[src/rtl/blk3d_pkg.sv]
package blk3d_pkg;
  typedef enum logic [1:0] {
    ST_IDLE   = 2'd0,
    ST_SETUP  = 2'd1,
    ST_STREAM = 2'd2
  } gen_state_e;

  localparam int unsigned AXES = 3;
endpackage

[src/rtl/blk3d_axis_span.sv]
module blk3d_axis_span #(
  parameter int unsigned DIM_W = 10
) (
  input  logic [DIM_W-1:0] origin,
  input  logic [DIM_W-1:0] tsize,
  input  logic [DIM_W-1:0] reach,
  input  logic [DIM_W-1:0] vol,
  output logic [DIM_W-1:0] beg,
  output logic [DIM_W-1:0] last,
  output logic [DIM_W:0]   core_beg,
  output logic [DIM_W:0]   core_end
);
  localparam int unsigned WW = DIM_W + 2;

  logic [WW-1:0] pad_lo, pad_hi, o_w, end_raw, end_clip, beg_w;

  always_comb begin
    pad_lo   = WW'(reach >> 1);
    pad_hi   = WW'(reach) - pad_lo;
    o_w      = WW'(origin);
    beg_w    = (o_w >= pad_lo) ? (o_w - pad_lo) : '0;
    end_raw  = o_w + WW'(tsize) + pad_hi;
    end_clip = (end_raw > WW'(vol)) ? WW'(vol) : end_raw;
    beg      = beg_w[DIM_W-1:0];
    last     = DIM_W'(end_clip - WW'(1));
    core_beg = (DIM_W+1)'(beg_w + pad_lo);
    core_end = (end_clip >= pad_lo) ? (DIM_W+1)'(end_clip - pad_lo) : '0;
  end
endmodule

[src/rtl/blk3d_tile_walk.sv]
module blk3d_tile_walk #(
  parameter int unsigned DIM_W = 10
) (
  input  logic                  clk,
  input  logic                  rst_n,
  input  logic                  clear,
  input  logic                  step,
  input  logic [2:0][DIM_W-1:0] tsize,
  input  logic [2:0][DIM_W-1:0] vol,
  output logic [2:0][DIM_W-1:0] org,
  output logic                  is_last
);
  logic [3:0] carry;
  logic [2:0] wrap;
  logic [2:0][DIM_W-1:0] org_nx;

  always_comb begin
    carry[0] = 1'b1;
    for (int a = 0; a < 3; a++) begin
      wrap[a]    = ({1'b0, org[a]} + {1'b0, tsize[a]}) >= {1'b0, vol[a]};
      carry[a+1] = carry[a] & wrap[a];
      org_nx[a]  = wrap[a] ? '0 : org[a] + tsize[a];
    end
    is_last = carry[3];
  end

  always_ff @(posedge clk) begin
    if (!rst_n || clear) begin
      org <= '0;
    end else if (step) begin
      for (int a = 0; a < 3; a++)
        if (carry[a]) org[a] <= org_nx[a];
    end
  end
endmodule

[src/rtl/blk3d_point_walk.sv]
module blk3d_point_walk #(
  parameter int unsigned DIM_W  = 10,
  parameter int unsigned ADDR_W = 30
) (
  input  logic                  clk,
  input  logic                  rst_n,
  input  logic                  load,
  input  logic                  step,
  input  logic [2:0][DIM_W-1:0] beg,
  input  logic [2:0][DIM_W-1:0] last,
  input  logic [ADDR_W-1:0]     base,
  input  logic [ADDR_W-1:0]     row_stride,
  input  logic [ADDR_W-1:0]     plane_stride,
  output logic [2:0][DIM_W-1:0] pos,
  output logic [ADDR_W-1:0]     addr,
  output logic                  is_first,
  output logic                  is_last
);
  logic [3:0] carry;
  logic [2:0] wrap;
  logic [ADDR_W-1:0] row_base, pln_base;

  always_comb begin
    carry[0] = 1'b1;
    for (int a = 0; a < 3; a++) begin
      wrap[a]    = (pos[a] == last[a]);
      carry[a+1] = carry[a] & wrap[a];
    end
    is_last = carry[3];
  end

  always_ff @(posedge clk) begin
    if (!rst_n) begin
      pos      <= '0;
      addr     <= '0;
      row_base <= '0;
      pln_base <= '0;
      is_first <= 1'b0;
    end else if (load) begin
      pos      <= beg;
      addr     <= base;
      row_base <= base;
      pln_base <= base;
      is_first <= 1'b1;
    end else if (step) begin
      is_first <= 1'b0;
      for (int a = 0; a < 3; a++)
        if (carry[a]) pos[a] <= wrap[a] ? beg[a] : pos[a] + 1'b1;
      if (!wrap[0]) begin
        addr <= addr + 1'b1;
      end else if (!wrap[1]) begin
        addr     <= row_base + row_stride;
        row_base <= row_base + row_stride;
      end else begin
        addr     <= pln_base + plane_stride;
        row_base <= pln_base + plane_stride;
        pln_base <= pln_base + plane_stride;
      end
    end
  end
endmodule

[src/rtl/blk3d_halo_addrgen.sv]
module blk3d_halo_addrgen
  import blk3d_pkg::*;
#(
  parameter int unsigned DIM_W     = 10,
  parameter int unsigned ADDR_W    = 30,
  parameter int unsigned SETUP_CYC = 4
) (
  input  logic              clk,
  input  logic              rst_n,
  input  logic              start,
  input  logic [DIM_W-1:0]  vol_x,
  input  logic [DIM_W-1:0]  vol_y,
  input  logic [DIM_W-1:0]  vol_z,
  input  logic [DIM_W-1:0]  tile_x,
  input  logic [DIM_W-1:0]  tile_y,
  input  logic [DIM_W-1:0]  tile_z,
  input  logic [DIM_W-1:0]  reach,
  output logic              addr_valid,
  input  logic              addr_ready,
  output logic [ADDR_W-1:0] addr,
  output logic              tile_first,
  output logic              tile_last,
  output logic              interior,
  output logic              done
);
  localparam int unsigned SETUP_N = (SETUP_CYC < 1) ? 1 : SETUP_CYC;
  localparam int unsigned SCNT_W  = $clog2(SETUP_N + 1);
  localparam logic [SCNT_W-1:0] SCNT_END = SCNT_W'(SETUP_N - 1);

  gen_state_e state;
  logic [SCNT_W-1:0] scnt;
  logic [2:0][DIM_W-1:0] vol_q, tile_q;
  logic [DIM_W-1:0] reach_q;
  logic [ADDR_W-1:0] plane_q;

  logic [2:0][DIM_W-1:0] org, sp_beg, sp_last, pos;
  logic [2:0][DIM_W:0]   sp_cbeg, sp_cend;
  logic [2:0]            in_core;
  logic tile_is_last, pt_last, pt_first;
  logic [ADDR_W-1:0] base_addr, pw_addr;

  logic xfer, setup_end, tile_clear, tile_step, pt_load, pt_step;

  assign xfer       = (state == ST_STREAM) && addr_ready;
  assign setup_end  = (state == ST_SETUP) && (scnt == SCNT_END);
  assign tile_clear = (state == ST_IDLE) && start;
  assign tile_step  = xfer && pt_last && !tile_is_last;
  assign pt_load    = setup_end;
  assign pt_step    = xfer && !pt_last;

  always_ff @(posedge clk) begin
    if (!rst_n) begin
      state   <= ST_IDLE;
      scnt    <= '0;
      done    <= 1'b0;
      vol_q   <= '0;
      tile_q  <= '0;
      reach_q <= '0;
      plane_q <= '0;
    end else begin
      case (state)
        ST_IDLE: if (start) begin
          vol_q   <= {vol_z, vol_y, vol_x};
          tile_q  <= {tile_z, tile_y, tile_x};
          reach_q <= reach;
          plane_q <= ADDR_W'(vol_x) * ADDR_W'(vol_y);
          done    <= 1'b0;
          scnt    <= '0;
          state   <= ST_SETUP;
        end
        ST_SETUP: begin
          scnt <= scnt + 1'b1;
          if (setup_end) state <= ST_STREAM;
        end
        ST_STREAM: if (xfer && pt_last) begin
          scnt <= '0;
          if (tile_is_last) begin
            state <= ST_IDLE;
            done  <= 1'b1;
          end else begin
            state <= ST_SETUP;
          end
        end
        default: state <= ST_IDLE;
      endcase
    end
  end

  blk3d_tile_walk #(.DIM_W(DIM_W)) u_tiles (
    .clk     (clk),
    .rst_n   (rst_n),
    .clear   (tile_clear),
    .step    (tile_step),
    .tsize   (tile_q),
    .vol     (vol_q),
    .org     (org),
    .is_last (tile_is_last)
  );

  for (genvar a = 0; a < AXES; a++) begin : g_axis
    blk3d_axis_span #(.DIM_W(DIM_W)) u_span (
      .origin   (org[a]),
      .tsize    (tile_q[a]),
      .reach    (reach_q),
      .vol      (vol_q[a]),
      .beg      (sp_beg[a]),
      .last     (sp_last[a]),
      .core_beg (sp_cbeg[a]),
      .core_end (sp_cend[a])
    );
    assign in_core[a] = ({1'b0, pos[a]} >= sp_cbeg[a]) && ({1'b0, pos[a]} < sp_cend[a]);
  end

  assign base_addr = ADDR_W'(sp_beg[2]) * plane_q
                   + ADDR_W'(sp_beg[1]) * ADDR_W'(vol_q[1-1])
                   + ADDR_W'(sp_beg[0]);

  blk3d_point_walk #(.DIM_W(DIM_W), .ADDR_W(ADDR_W)) u_points (
    .clk          (clk),
    .rst_n        (rst_n),
    .load         (pt_load),
    .step         (pt_step),
    .beg          (sp_beg),
    .last         (sp_last),
    .base         (base_addr),
    .row_stride   (ADDR_W'(vol_q[0])),
    .plane_stride (plane_q),
    .pos          (pos),
    .addr         (pw_addr),
    .is_first     (pt_first),
    .is_last      (pt_last)
  );

  assign addr_valid = (state == ST_STREAM);
  assign addr       = pw_addr;
  assign tile_first = addr_valid && pt_first;
  assign tile_last  = addr_valid && pt_last;
  assign interior   = addr_valid && (&in_core);
endmodule

[config.mk]
export PLATFORM = sky130hd
export DESIGN_NAME = blk3d_halo_addrgen
export DESIGN_NICKNAME = d
export VERILOG_FILES = /design/src/rtl/blk3d_pkg.sv /design/src/rtl/blk3d_axis_span.sv /design/src/rtl/blk3d_tile_walk.sv /design/src/rtl/blk3d_point_walk.sv /design/src/rtl/blk3d_halo_addrgen.sv
export SDC_FILE = /design/constraint.sdc
export NUM_CORES = 2
export LEC_CHECK = 0
export ABC_AREA = 1
export ABC_CLOCK_PERIOD_IN_PS = 24700
export BUFFER_PORTS_ARGS = -buffer_cell sky130_fd_sc_hd__clkbuf_2
export CAP_MARGIN = 40
export CORE_MARGIN = 3
export CORE_UTILIZATION = 50
export CTS_CLUSTER_SIZE = 10
export DETAILED_ROUTE_END_ITERATION = 6
export PLACE_DENSITY_LB_ADDON = 0.15
export SLEW_MARGIN = 20
export SYNTH_ARGS = -nofsm -noshare
export SYNTH_HDL_FRONTEND = slang
export SYNTH_SLANG_ARGS = --single-unit
[constraint.sdc]
create_clock -name clk -period 24.7 [get_ports clk]
set_input_delay 2.47 -clock clk [delete_from_list [all_inputs] [get_ports clk]]
set_output_delay 2.47 -clock clk [all_outputs]
set_load 0.02 [all_outputs]
==> metrics <==
syn nets around 6600; Post-route DRC 0; largest net degree at the start of global routing 79; Internal 1.69 mW; clock skew approximately 31 ps; Synth cell types between 60 and 70; status finished clean; min-delay src u_points.pln_base[14]$_SDFFE_PN0P_; share of post-route cells with drive strength above 1 0.0561; Total Routing Usage GR 0.312; antenna-violating nets left 0; Post-DP HPWL 101000 um; fin nets approximately 6700; CP Max Fanout 14; r2r startpoint reach_q[9]$_SDFFE_PN0P_; Final Cell Area about 0.042 mm^2; post-synth top area cell fa_1; sw frac 0.551; initial antenna violation count 4; top cells by count, synth nand2_1, inv_1, nor2_1, ha_1, nand3_1; Clk Latency, worst-skew pair 590 ps; full die area roughly 0.081 mm^2; Critical Path Max Stage Delay between 500 and 600 ps; fmax between 80 and 90 MHz; cts repair resizes 0; CP arrival 9090 ps; VDD IR-drop max about 0.00007 V; Pre-antenna DRT Iters 6; Avg WL per Cell 18.6 um; Post-Syn Instances approximately 5700; die height around 290 um; Slew @ Worst Pin just under 900 ps; post-synth top area share 0.171; RePlAce Congestion approximately 0.95; Seq pwr share 0.125; Die W around 290 um; Combinational Power Share 0.731; final setup vio count 0; vias in the first global route approximately 35000; # hold bufs at CTS 0; Syn-to-layout area delta 6.99%; Routed WL around 130000 um; required time worst endpoint about 22000 ps; EDFF count, synth 0; Leakage ~23 nW; RSZ-0062 raised after global routing false; CTS clk-pin slew, worst paths approximately 60 ps; placed insts just under 7000; type of element capturing the critical path output pin; max cap viols 0; Syn. warnings 0; number of H-tree levels 2; #FFs+latches synth ~250; crit path from reach_q[3]$_SDFFE_PN0P_; # port buffers 108; mean post-synth cell area around 6.8 um^2; placed cell area ~0.040 mm^2; Hold Vio Cnt, Final 0; root buffer cell clkbuf_16; clock tree buffer depth 3; Synth Flop Type dfxtp_1; Pwr Density ~90 mW/mm^2; top post-synthesis cells by area fa_1, ha_1, nand2_1; WS Path Type flop to output pin; Post-CTS Setup Inserts 0; Starting DRT DRC Count ~3200; crit start category flop; TritonCTS Sinks around 250; CP max-delay cell dfxtp_1; number of CTS-inserted buffers 36; setup_tns 0 ps; core area ~0.077 mm^2; site row count 101; Hold WS between 400 and 500 ps; Hold WC Path Type flop to flop; via count ~37000; worst rel slew slack 0.403; synthesized area just under 0.04 mm^2; Net Sw Power 2.07 mW; fraction of registers with async set/reset 0; clock share of power 0.144; Initial Util 0.508; CP most frequent cell nand2_1; CTS tree yes; final worst path period share 0.468; gr ovfl total 0; post-synthesis sequential area ratio 0.127; final cell count without fillers 6807; Final Max Tran Viols 0; fin crit period ~12000 ps; top-count cell post-synth nand2_1; first-pass GRT wire length between 150000 and 200000 um; Via density about 5.4; io pins roughly 110
-- area by class of cell --
class	instances	area, um^2
Fill cell	7740	34900
Multi-Input combinational cell	4250	29300
Sequential cell	247	4940
Inverter	1066	4000
Tap cell	1030	1290
Clock buffer	50	1050
Timing Repair Buffer	149	907
Clock inverter	12	153
Antenna cell	3	7.51
-- through the flow --
stage	power (mW)	util	worst slack, ps
after floorplan	2.49	-	15200
after global routing	4.19	0.544	12160
after global placement	3.14	0.526	13730
final	3.76	0.544	13140
after CTS	3.74	0.543	13020
after detailed placement	3.17	0.528	13640
-- path summary, 6_finish.rpt --
kind / slack (ps) / cells past startpoint / endpoint
hold reg to reg: 460 / 2 / u_points.pln_base[14]$_SDFFE_PN0P_
setup / recovery: 13140 / 41 / interior
setup reg to reg: 14020 / 30 / u_points.pln_base[26]$_SDFFE_PN0P_
hold / removal: 460 / 2 / u_points.pln_base[14]$_SDFFE_PN0P_
-- cells in the final DEF, fill, tap and decap left out, drive strengths merged, types with 2 or more instances in the layout --
master  synthesis  routed
o21ai         241     241
and3            2       2
nor3b           4       4
o211ai          9       9
diode           0       3
or2            37      37
fa            332     332
clkbuf         92     157
inv          1059    1058
buf            60      42
o31ai           5       5
bufinv          0       2
nand2        1384    1384
nor4           12      12
a211oi          9       9
xor2          133     133
a31oi          13      13
and2            3       3
o21a           10      10
dfxtp         247     247
nor3           36      36
a211o           2       2
a21o           10      10
o21bai         25      25
clkinv          7      17
xnor2          64      64
o22ai           8       8
ha            508     508
a22o           30      30
a21oi         317     317
nand4          62      62
nand3         360     360
a21boi          2       2
nor2          593     593
a41oi           2       2
o311ai          2       2
o221ai          5       5
nand3b         22      22
-- registers in the layout (all words and copies together) (netlist names) --
register           cells
done                   1
plane_q               20
reach_q               10
scnt                   3
state                  2
tile_q                30
u_points.addr         30
u_points.is_first      1
u_points.pln_base     30
u_points.pos          30
u_points.row_base     30
u_tiles.org           30
vol_q                 30
-- logic make-up after synthesis --
group,count (synthesis),share of synthesized area
simple gates,2516,0.273
buf+inv,1219,0.121
fa+ha+maj,840,0.334
compound gates,697,0.101
flops,247,0.127
xor+xnor,197,0.0443
-- worst max-delay path: cells and delay by family, from the launching register on --
kind | cells | cell delay [ps]
simple gates | 19 | 2690
fa+ha+maj | 6 | 2070
compound gates | 11 | 2010
xor+xnor | 2 | 620
buf+inv | 3 | 610
flops | 1 | 530
-- power groups by stage --
stage | Sequential [mW] | Clock, mW | Combinational (mW)
after floorplan | 0.448 | 0 | 2.04
after global placement | 0.476 | 0 | 2.66
after detailed placement | 0.476 | 0 | 2.70
after CTS | 0.468 | 0.553 | 2.72
after global routing | 0.471 | 0.565 | 3.15
final | 0.470 | 0.543 | 2.75
-- routing by layer --
metal  GRT usage  part of all wire  vias to the layer above  routed length (um)
met5           0           0.00010                        -                  13
met4      0.0754             0.026                        2                3250
met3      0.0469             0.087                      186               11100
met2       0.487              0.43                     1361               53800
met1       0.452              0.46                    17300               58400
li1            -                 -                    18000                   -
Power figures use the tool's default switching activity.
